==> config.mk <==
export PLATFORM = sky130hd
export DESIGN_NAME = mdio_master
export DESIGN_NICKNAME = d
export VERILOG_FILES = /design/src/rtl/mdio_pkg.sv /design/src/rtl/mdio_clkgen.sv /design/src/rtl/mdio_engine.sv /design/src/rtl/mdio_master.sv
export SDC_FILE = /design/constraint.sdc
export NUM_CORES = 1
export LEC_CHECK = 0
export ABC_AREA = 1
export BUFFER_PORTS_ARGS = -buffer_cell sky130_fd_sc_hd__buf_2
export CAP_MARGIN = 25
export CELL_PAD_IN_SITES_DETAIL_PLACEMENT = 0
export CELL_PAD_IN_SITES_GLOBAL_PLACEMENT = 1
export CORE_MARGIN = 2
export CORE_UTILIZATION = 46
export DETAILED_ROUTE_END_ITERATION = 12
export PLACE_DENSITY = 0.9
export SKIP_CTS_REPAIR_TIMING = 1
export SLEW_MARGIN = 20
export SYNTH_ARGS = -nofsm -noshare
export SYNTH_HDL_FRONTEND = slang
export SYNTH_HIERARCHICAL = 1
export SYNTH_SLANG_ARGS = --single-unit
export TNS_END_PERCENT = 1
==> constraint.sdc <==
create_clock -name clk -period 5 [get_ports clk]
set_input_delay 0 -clock clk [delete_from_list [all_inputs] [get_ports clk]]
set_output_delay 0 -clock clk [all_outputs]
set_load 0.02 [all_outputs]
==> src/rtl/mdio_pkg.sv <==
// Shared constants, register layout and frame composition for the MDIO master.
// Assumes the fixed 64-bit frame with a full 32-bit preamble.
package mdio_pkg;
    localparam int FRAME_BITS   = 64;
    localparam int REL_IDX      = 46;  // first turnaround bit (released on reads)
    localparam int TA_CHK_IDX   = 47;  // second turnaround bit, sampled for error
    localparam int DATA_IDX     = 48;  // first data bit
    localparam int CFG_HOLD_LSB = 8;
    localparam int CFG_EXT_BIT  = 12;
    localparam int CFG_ERR_BIT  = 30;
    localparam int BUSY_BIT     = 31;
    localparam int CTL_RD_BIT   = 15;

    typedef enum logic [1:0] {SEL_CFG = 2'd0, SEL_CTRL = 2'd1, SEL_ADDR = 2'd2, SEL_DATA = 2'd3} reg_sel_e;
    typedef enum logic [1:0] {K_ADDR = 2'd0, K_WRITE = 2'd1, K_READ = 2'd2} kind_e;

    // Build the full 64-bit frame, MSB sent first.
    function automatic logic [FRAME_BITS-1:0] build_frame(input logic ext, input kind_e kind,
                                                          input logic [4:0] pa, input logic [4:0] ra,
                                                          input logic [15:0] payload);
        logic [1:0] st, op, ta;
        logic [15:0] pl;
        st = ext ? 2'b00 : 2'b01;
        ta = 2'b10;
        pl = payload;
        case (kind)
            K_ADDR:  op = 2'b00;
            K_WRITE: op = 2'b01;
            default: begin
                op = ext ? 2'b11 : 2'b10;
                ta = 2'b11;
                pl = 16'hFFFF;
            end
        endcase
        return {32'hFFFF_FFFF, st, op, pa, ra, ta, pl};
    endfunction
endpackage

==> src/rtl/mdio_clkgen.sv <==
// MDC generator and hold timer. Runs only while en is high; MDC idles low.
// Emits a rise pulse on the cycle MDC goes high and an update pulse `hold`
// clocks after MDC falls. Assumes hold < div+1.
module mdio_clkgen #(
    parameter int DIV_W  = 8,
    parameter int HOLD_W = 3
) (
    input  logic              clk,
    input  logic              rst_n,
    input  logic              en,
    input  logic [DIV_W-1:0]  div,
    input  logic [HOLD_W-1:0] hold,
    output logic              mdc,
    output logic              rise,
    output logic              upd
);
    logic [DIV_W-1:0]  cnt;
    logic [HOLD_W-1:0] hcnt;
    logic              half_done;
    logic              fall;

    assign half_done = en && (cnt == div);
    assign rise      = half_done && !mdc;
    assign fall      = half_done && mdc;
    assign upd       = (fall && (hold == '0)) || (hcnt == HOLD_W'(1));

    // Half-period counter and MDC toggle
    always_ff @(posedge clk) begin
        if (!rst_n || !en) begin
            cnt <= '0;
            mdc <= 1'b0;
        end else if (half_done) begin
            cnt <= '0;
            mdc <= ~mdc;
        end else begin
            cnt <= cnt + 1'b1;
        end
    end

    // Hold countdown started on each MDC falling edge
    always_ff @(posedge clk) begin
        if (!rst_n || !en)
            hcnt <= '0;
        else if (fall && (hold != '0))
            hcnt <= hold;
        else if (hcnt != '0)
            hcnt <= hcnt - 1'b1;
    end

    assert_mdc_idle_R2: assert property (@(posedge clk) disable iff (!rst_n) !en |=> !mdc);
endmodule

==> src/rtl/mdio_engine.sv <==
// Frame shifter: shifts out a 64-bit frame MSB first on update pulses,
// releases the line for turnaround and data of reads, captures read bits
// on MDC rise and flags the turnaround sample cycle. Assumes start only when idle.
module mdio_engine
    import mdio_pkg::*;
(
    input  logic                  clk,
    input  logic                  rst_n,
    input  logic                  start,
    input  logic [FRAME_BITS-1:0] frame,
    input  logic                  is_read,
    input  logic                  rise,
    input  logic                  upd,
    input  logic                  mdio_i,
    output logic                  active,
    output logic                  done,
    output logic                  ta_chk,
    output logic [15:0]           rd_bits,
    output logic                  mdio_o,
    output logic                  mdio_oe
);
    localparam int IDX_W = $clog2(FRAME_BITS);
    localparam logic [IDX_W-1:0] LAST = IDX_W'(FRAME_BITS - 1);

    logic [IDX_W-1:0]      idx;
    logic [FRAME_BITS-1:0] sr;
    logic                  rd_mode;

    assign done    = active && upd && (idx == LAST);
    assign ta_chk  = active && rise && rd_mode && (idx == IDX_W'(TA_CHK_IDX));
    assign mdio_o  = active && sr[FRAME_BITS-1];
    assign mdio_oe = active && !(rd_mode && (idx >= IDX_W'(REL_IDX)));

    // Frame sequencing: load, shift on update, stop after the last bit
    always_ff @(posedge clk) begin
        if (!rst_n) begin
            active  <= 1'b0;
            idx     <= '0;
            sr      <= '0;
            rd_mode <= 1'b0;
        end else if (start && !active) begin
            active  <= 1'b1;
            idx     <= '0;
            sr      <= frame;
            rd_mode <= is_read;
        end else if (active && upd) begin
            if (idx == LAST) begin
                active <= 1'b0;
            end else begin
                idx <= idx + 1'b1;
                sr  <= {sr[FRAME_BITS-2:0], 1'b0};
            end
        end
    end

    // Read capture of the 16 data bits on MDC rise
    always_ff @(posedge clk) begin
        if (!rst_n)
            rd_bits <= '0;
        else if (active && rise && rd_mode && (idx >= IDX_W'(DATA_IDX)))
            rd_bits <= {rd_bits[14:0], mdio_i};
    end

    assert_idle_released_R8: assert property (@(posedge clk) disable iff (!rst_n) !active |-> !mdio_oe);
endmodule

==> src/rtl/mdio_master.sv <==
// Register-mapped MDIO master top. Decodes register writes, decides which
// writes launch frames, tracks split busy flags and the latched read error.
// Assumes software keeps hold < div+1 and does not change config mid-frame.
module mdio_master
    import mdio_pkg::*;
#(
    parameter int DIV_W  = 8,
    parameter int HOLD_W = 3
) (
    input  logic        clk,
    input  logic        rst_n,
    input  logic [1:0]  reg_sel,
    input  logic        reg_wr,
    input  logic [31:0] reg_wdata,
    output logic [31:0] reg_rdata,
    output logic        mdc,
    input  logic        mdio_i,
    output logic        mdio_o,
    output logic        mdio_oe
);
    logic [DIV_W-1:0]  div_q;
    logic [HOLD_W-1:0] hold_q;
    logic              ext_q, cfg_busy, data_busy, rd_err;
    logic [4:0]        pa_q, ra_q;
    logic [15:0]       addr_q, data_q;

    logic wr_cfg, wr_ctrl, wr_addr, wr_data;
    logic go_addr, go_write, go_read, go_any, blocked, launch;
    logic eng_active, eng_done, ta_chk, rise, upd;
    logic [15:0] rd_bits;
    logic [4:0]  pa_n, ra_n;
    kind_e       kind;
    logic [FRAME_BITS-1:0] frame;

    assign wr_cfg  = reg_wr && (reg_sel == SEL_CFG);
    assign wr_ctrl = reg_wr && (reg_sel == SEL_CTRL);
    assign wr_addr = reg_wr && (reg_sel == SEL_ADDR);
    assign wr_data = reg_wr && (reg_sel == SEL_DATA);

    assign go_addr  = wr_addr && ext_q;
    assign go_write = wr_data;
    assign go_read  = wr_ctrl && reg_wdata[CTL_RD_BIT];
    assign go_any   = go_addr || go_write || go_read;
    assign blocked  = go_any && eng_active;
    assign launch   = go_any && !eng_active;

    // Frame field selection from the values being written this cycle
    always_comb begin
        pa_n  = go_read ? reg_wdata[9:5] : pa_q;
        ra_n  = go_read ? reg_wdata[4:0] : ra_q;
        kind  = go_addr ? K_ADDR : (go_read ? K_READ : K_WRITE);
        frame = build_frame(ext_q, kind, pa_n, ra_n, go_addr ? reg_wdata[15:0] : reg_wdata[15:0]);
    end

    // Configuration and address/control storage; launch writes dropped while busy
    always_ff @(posedge clk) begin
        if (!rst_n) begin
            div_q  <= '0;
            hold_q <= '0;
            ext_q  <= 1'b0;
            pa_q   <= '0;
            ra_q   <= '0;
            addr_q <= '0;
        end else if (!blocked) begin
            if (wr_cfg) begin
                div_q  <= reg_wdata[DIV_W-1:0];
                hold_q <= reg_wdata[CFG_HOLD_LSB +: HOLD_W];
                ext_q  <= reg_wdata[CFG_EXT_BIT];
            end
            if (wr_ctrl) begin
                pa_q <= reg_wdata[9:5];
                ra_q <= reg_wdata[4:0];
            end
            if (wr_addr)
                addr_q <= reg_wdata[15:0];
        end
    end

    // Data register: software write or read result at frame end
    always_ff @(posedge clk) begin
        if (!rst_n)
            data_q <= '0;
        else if (eng_done && data_busy && (kind_q == K_READ))
            data_q <= rd_bits;
        else if (wr_data && !blocked)
            data_q <= reg_wdata[15:0];
    end

    kind_e kind_q;
    // Busy flags, frame kind and latched read error
    always_ff @(posedge clk) begin
        if (!rst_n) begin
            cfg_busy  <= 1'b0;
            data_busy <= 1'b0;
            rd_err    <= 1'b0;
            kind_q    <= K_ADDR;
        end else begin
            if (launch) begin
                cfg_busy  <= go_addr;
                data_busy <= !go_addr;
                kind_q    <= kind;
            end else if (eng_done) begin
                cfg_busy  <= 1'b0;
                data_busy <= 1'b0;
            end
            if (launch && go_read)
                rd_err <= 1'b0;
            else if (ta_chk && mdio_i)
                rd_err <= 1'b1;
        end
    end

    // Register read mux
    always_comb begin
        reg_rdata = '0;
        case (reg_sel)
            SEL_CFG: begin
                reg_rdata[DIV_W-1:0]                = div_q;
                reg_rdata[CFG_HOLD_LSB +: HOLD_W]   = hold_q;
                reg_rdata[CFG_EXT_BIT]              = ext_q;
                reg_rdata[CFG_ERR_BIT]              = rd_err;
                reg_rdata[BUSY_BIT]                 = cfg_busy;
            end
            SEL_CTRL: reg_rdata[9:0] = {pa_q, ra_q};
            SEL_ADDR: reg_rdata[15:0] = addr_q;
            default: begin
                reg_rdata[15:0]     = data_q;
                reg_rdata[BUSY_BIT] = data_busy;
            end
        endcase
    end

    mdio_clkgen #(.DIV_W(DIV_W), .HOLD_W(HOLD_W)) u_clk (
        .clk(clk), .rst_n(rst_n), .en(eng_active), .div(div_q), .hold(hold_q),
        .mdc(mdc), .rise(rise), .upd(upd)
    );

    mdio_engine u_eng (
        .clk(clk), .rst_n(rst_n), .start(launch), .frame(frame), .is_read(go_read),
        .rise(rise), .upd(upd), .mdio_i(mdio_i), .active(eng_active), .done(eng_done),
        .ta_chk(ta_chk), .rd_bits(rd_bits), .mdio_o(mdio_o), .mdio_oe(mdio_oe)
    );

    assert_busy_split_R6: assert property (@(posedge clk) disable iff (!rst_n) !(cfg_busy && data_busy));
    assert_busy_tracks_frame_R7: assert property (@(posedge clk) disable iff (!rst_n)
        (cfg_busy || data_busy) |-> eng_active);
    assert_stable_high_R3: assert property (@(posedge clk) disable iff (!rst_n)
        (eng_active && mdc && $past(mdc)) |-> $stable(mdio_o));
    assert_ignore_write_R10: assert property (@(posedge clk) disable iff (!rst_n)
        (blocked && !eng_done) |=> ($stable(data_q) && $stable(pa_q) && $stable(addr_q)));
endmodule

---- Word level (Yosys, flattened, before mapping) ----
Index checks and enable logic that the tools add are counted.
cells by class
  add/subtract/negate cells ............... 3
  magnitude comparators ................... 2
  equality and inequality tests ........... 10
  muxes and demuxes ....................... 29
  bitwise gates (word level) .............. 4
  reduce and logical (&&, ||, !) cells .... 60
operators with widths
  kind                                                       number
  2-to-1 mux 64 bit                                          3
  2-to-1 mux 16 bit                                          3
  one-hot mux 10 bit (3 select lines)                        1
  logical AND 1 bit                                          28
  equality test 6 bit (second input constant)                2
  greater-or-equal comparator 6 bit (second input constant)  2
  AND reduction 2 bit                                        6
  OR reduction 2 bit                                         6
  2-to-1 mux 1 bit                                           10
  2-to-1 mux 5 bit                                           2
  nonzero test 2 bit                                         5
  adder 8 x 1 -> 8 bit (second input constant)               1
  equality test 8 bit                                        1
  adder 6 x 1 -> 6 bit (second input constant)               1
  equality test 2 bit (second input constant)                3
  zero test 1 bit                                            6
  2-to-1 mux 3 bit                                           2
  one-hot mux 1 bit (3 select lines)                         2
  one-hot mux 3 bit (2 select lines)                         1
  nonzero test 3 bit                                         2
  equality test 2 x 1 -> 1 bit (second input constant)       2
  zero test 2 bit                                            2
  logical OR 1 bit                                           4
  2-to-1 mux 2 bit                                           2
  other kinds (7)                                            11
storage, ports and cells
  register bits after elaboration ......... 159
  output and inout port bits .............. 35
  logic and storage cells ................. 127

---- Longest topological paths before layout ----
  depth in word-level cells ............... 10
  mapped depth ............................ 18

---- Modules after synthesis ----
The synthesis kept the hierarchy.
modules (own cells, without submodules)
  module       times used  cells each  area an instance (µm²)
  mdio_engine  1           647         4367.9
  mdio_master  1           474         3054.2
  mdio_clkgen  1           140         875.8

---- Worst setup path after synthesis ----
No wires, ideal clock.
  kind .................................... register -> register
  start point ............................. register u_eng.active
  end point ............................... register data_q[13]
  setup time .............................. 0.133 ns
  data arrival time ....................... 2.268 ns
  setup slack ............................. 2.599 ns
  cell stages (with the launch flop) ...... 17
  clock period less this slack ............ 2.401 ns
  path through ............................ dfxtp_1 > inv_1 > a21oi_1 > nand3_2 > nor2_4 > nand3_2 > o22ai_1 > nand2_1 > inv_1 > nand2_1 > inv_1 > nand4_1 > nand2_1 > inv_2 > buf_2 > nand2_1 > a31oi_1
between the ends
  cells in the longest elaborated chain, start to end .. 9
ends and longest elaborated chain
  element                                                         RTL line           source
  from (decl)                                                     mdio_engine.sv:15  output logic active,
  from (signal assigned)                                          mdio_engine.sv:37  active <= 1'b0;
  from (signal assigned)                                          mdio_engine.sv:42  active <= 1'b1;
  from (signal assigned)                                          mdio_engine.sv:48  active <= 1'b0;
  logical AND 1 bit (*)                                           mdio_clkgen.sv:22  assign half_done = en && (cnt == div);
  logical AND 1 bit (*)                                           mdio_clkgen.sv:24  assign fall = half_done && mdc;
  logical AND 1 bit (*)                                           mdio_clkgen.sv:25  assign upd = (fall && (hold == '0)) || (hcnt == HOLD_W'(1));
  logical OR 1 bit (*)                                            mdio_clkgen.sv:25
  via upd                                                         mdio_master.sv:29  logic eng_active, eng_done, ta_chk, rise, upd;
  logical AND 1 bit (*) (2 in a row)                              mdio_engine.sv:29  assign done = active && upd && (idx == LAST);
  via eng_done                                                    mdio_master.sv:29
  logical AND 1 bit (*) (2 in a row)                              mdio_master.sv:83  else if (eng_done && data_busy && (kind_q == K_READ))
  2-to-1 mux 16 bit / nonzero test 2 bit (equally long branches)  --
  to (signal assigned)                                            mdio_master.sv:84  data_q <= rd_bits;
  to (signal assigned)                                            mdio_master.sv:86  data_q <= reg_wdata[15:0];
  to (decl)                                                       mdio_master.sv:25  logic [15:0] addr_q, data_q;
Mark *: on every way through the listed nets, which the timed path passes. The rest lies on a longest branch.
A chain may end at the register's enable or synchronous reset.

---- Worst setup path in the final report ----
  start point ............................. register u_eng.active
  end point ............................... register u_eng.sr[53]
between the ends
  cells in the longest elaborated chain, start to end .. 7
ends and longest elaborated chain
  element                        RTL line           source
  logical AND 1 bit              mdio_clkgen.sv:22
  logical AND 1 bit              mdio_clkgen.sv:24
  logical AND 1 bit              mdio_clkgen.sv:25
  logical OR 1 bit               mdio_clkgen.sv:25
  via upd                        mdio_master.sv:29
  logical AND 1 bit              mdio_engine.sv:46  end else if (active && upd) begin
  nonzero test 2 bit (no line)   --
  AND reduction 2 bit (no line)  --
  to (signal assigned)           mdio_engine.sv:44  sr <= frame;
  to (signal assigned)           mdio_engine.sv:51  sr <= {sr[FRAME_BITS-2:0], 1'b0};
  to (decl)                      mdio_engine.sv:26  logic [FRAME_BITS-1:0] sr;
The timed path passes the listed nets, and every way through them passes these cells.

==> reports/results.txt <==
From left edge to right edge, the die measures 138.3 um. The combined buffer and inverter count along the critical path is 2, and the final layout net count is 1337. For this run, design rule violations remaining after detail routing come to 0.

The number of clock buffers added by TritonCTS is 17. Slowest cell on the critical path: nand2_2. Along the worst hold path, the cell count comes to 3. For the worst max-slew margin expressed relative to the limit, the log shows 0.3953. The highest cell delay on the worst timing path came out at 710 ps.

Ratio of final minimum period to clock period: 0.6035. Entering global routing, the biggest net connects 86 pins. After detailed routing, the total wire length is 22460 um.

Leaving out fill and tap cells, the most frequent cell in the layout is nand2_1. The filler cells instantiated in the layout total 1803. The worst setup path is launched from a flop.

After layout, the minimum clock period comes to 3017 ps. Walking the worst path, the cells encountered are inv_1, a21oi_1, nand3_2, nor2_4, nand3_2, o22ai_1, nand2_1, nand2_2, buf_4, nand3_1, a21oi_1. Count of antenna-violating nets left after detailed routing: 0.

The startpoint of the tightest hold check path was reg_wdata[7]. The first detailed-routing pass ran for 5 iterations. The internal reg-to-reg setup slack is 1980 ps, and the level count of the clock H-tree is 4. After technology mapping, the gate count stands at 1261. The number of maximum-capacitance violations was 0; the final core area utilization was 0.5261.

For this design the static power due to leakage is 0.004040 uW. Dividing the detail-routed wire length by the instance count gives 14.63 um. Across the whole layout, storage elements account for 3183 um^2. The number of buffers inserted by port buffering works out to 42. For the setup-violating endpoint count in the final report, the log shows 0. In this run the deepest clock path goes through 2 buffers. The count of warnings emitted by yosys is 6. The tools report the final global-route overflow total as 0. In this run the worst hold path is classified as input pin to flop.

The run gives 49 as the row count. Pin placement for this block handled 73 I/O pins. The total area inside the core boundary comes to 17840 um^2. The area of the die is 19130 um^2.

The multi-input combinational cells in the finished layout cover a total of 4464 um^2. The tools report the library cell used as clock root buffer as clkbuf_16. The mean instance size in the synthesized netlist was 6.580 um^2. For the initial core utilization, the log shows 0.4651. The tools report the via count of the first global-routing pass as 6943. The logs give 0 for the final max-slew violation count and 0.0002442 V for the highest ir drop seen on vdd. The endpoint identified for the worst register-to-register timing path is u_eng/sr[53]. Dividing total power by cell area gives a power density of 326.4 nW/um^2. The setup TNS after final layout was 0 ps. The tools report the hold path endpoint as div_q[7]. TritonCTS built the clock tree. Leaving out fill and tap cells, the most frequent cells in the layout are nand2_1 (317), nand3_1 (240), dfxtp_1 (159).

For this block, the initial DRC count from the detailed router was 815. Setup repair after global routing left no endpoint under its margin. The kind of cell with the highest combined delay along the critical path is simple AND/OR/NAND/NOR gates. The post-synthesis xor/xnor area fraction came out at 0.007388.

Simple-gate area share of the yosys netlist: 0.3755. The final route contains 8074 vias. The area growth from synthesis to final layout works out to 13.12%.

The mapped netlist covers 8298 um^2. The clock sink total was 159; the number of antenna repair diodes was 0. The critical path is of the flop to flop type. For the required arrival time at the worst endpoint, the log shows 5350 ps. The worst setup path is captured at a flop. The share of synthesized cell area in full adder, half adder and majority cells works out to 0.009047.

Timing would allow up to 331.4 MHz. Across the routed clock network, the largest skew measured is 6.915 ps. The tools report the arrival time at the worst endpoint as 3370 ps.

The first global-routing pass estimated 36030 um of wire. The startpoint of the most critical register-to-register path is u_eng/active. Along the worst path, the maximum fanout reaches 45. The layout cell share with drive strength beyond 1 came out at 0.09265. For the sequential share of the synthesized area, the log shows 0.3836. Synthesis inferred 159 register bits.

The global router's overall resource usage came out at 0.2295. After detailed routing, the number of vias per cell comes to 5.260. The share of synthesized area spent on multiplexers is 0, and the number of different library cells in the post-synthesis netlist is 36. The later pin in the worst-skew pair is clocked with a latency of 430 ps.

After synthesis, the largest family of logic cells by area is simple AND/OR/NAND/NOR gates. The flow ran to the end, and the final reports show no timing, DRC or antenna violations. The number of hold violations in the final report is 0, and the transition at the pin with the smallest max-transition slack is 903.9 ps. The die is 138.3 um tall. After clock tree synthesis, the clock-pin slew on the worst setup and hold paths is 60 ps. Global placer's final weighted congestion: 0.8167.

The run gives 13980 um as the post-DP HPWL. The number of antenna violations at the first check in global routing was 0. The number of cells on the worst reg-to-reg path was 11; the complex-gate fraction of the synthesized area was 0.1202.
==> Yosys cell counts, drive strengths merged <==
cell    number  share of area
o211ai       3         0.0027
a21oi      121          0.073
nand3      245           0.15
conb         2        0.00091
o21ai       48          0.029
nor4         2         0.0015
dfxtp      159           0.38
nand2      327           0.15
nor3b        2         0.0018
inv         84          0.038
nor3        18          0.011
nand4       17          0.014
nor2b        1         0.0017
o22ai        1        0.00075
xnor2        2         0.0021
o21bai       1         0.0014
xor2         5         0.0053
a31oi       11         0.0083
ha           6         0.0090
nor2        94          0.044
a22o         4         0.0042
buf         65          0.046
clkbuf      39          0.018
clkinv       3         0.0015
o21a         1        0.00091
==> per-stage QoR <==
step	hold slack [ps]	cell area, um^2	total power (uW)	setup slack (ps)	std cells
after floorplan	135.7	8471	1579	2599	1307
after global placement	277.7	8571	1650	2048	1488
after detailed placement	279.5	8613	1657	2008	1490
after CTS	-170.9	9250	3080	1997	1522
after global routing	16.94	9387	3173	1721	1535
final	23.48	9387	3063	1983	1535
==> how the worst max path moves through the flow <==
stage | from | endpoint | slack (ps) | cells after the start
finish | u_eng/active | u_eng/sr[53] | 1980 | 11
global route | u_clk/cnt[1] | data_q[7] | 1720 | 18
CTS | u_eng/active | u_eng/sr[7] | 2000 | 11
detailed placement | u_eng/active | u_eng/sr[7] | 2010 | 11
global placement | u_eng/active | u_eng/sr[59] | 2050 | 11
floorplan | u_eng/active | data_q[13] | 2600 | 16
==> worst min-delay path, cell delays in order <==
cell     delay, ps
buf_2           70
inv_1          150
a21oi_1        170
==> layer usage <==
metal | wire length (um) | track usage | vias to the layer above
met2 | 10200 | 0.3546 | 183
met4 | 579 | 0.08432 | 0
li1 | - | - | 4166
met1 | 10680 | 0.3217 | 3685
met3 | 1003 | 0.04157 | 40
met5 | 0 | 0 | -
==> power by group <==
group,total (uW),internal (uW),switching [uW]
combinational,319,93.5,226
clock,1420,897,525
sequential,1320,1300,22.6
==> cell type report <==
cell class              count  area share
multi-input cells         957      0.4756
flip-flops and latches    159      0.3391
repair buffers             71     0.05199
clock buffers              21     0.04799
inverters                  87     0.03492
well taps                 229     0.03053
clock inverters            11     0.01986
==> registers in the layout (all words and copies together), names as in the netlist, 3 cells and up <==
| name | count |
|---|---|
| pa_q | 5 |
| hold_q | 3 |
| u_eng/sr | 64 |
| u_clk/hcnt | 3 |
| div_q | 8 |
| data_q | 16 |
| u_clk/cnt | 8 |
| u_eng/idx | 6 |
| addr_q | 16 |
| ra_q | 5 |
| u_eng/rd_bits | 16 |
==> cells by family (layout without fill, tap and decap cells) <==
kind of cell	Yosys count	after routing
other	2	48
xor gates and xnor gates	7	7
DFF	159	159
buffers and inverters	191	190
AOI/OAI and AO/OA	190	190
and+or+nand+nor	706	706
adders and majority gates	6	6
Power figures use the tool's default switching activity.
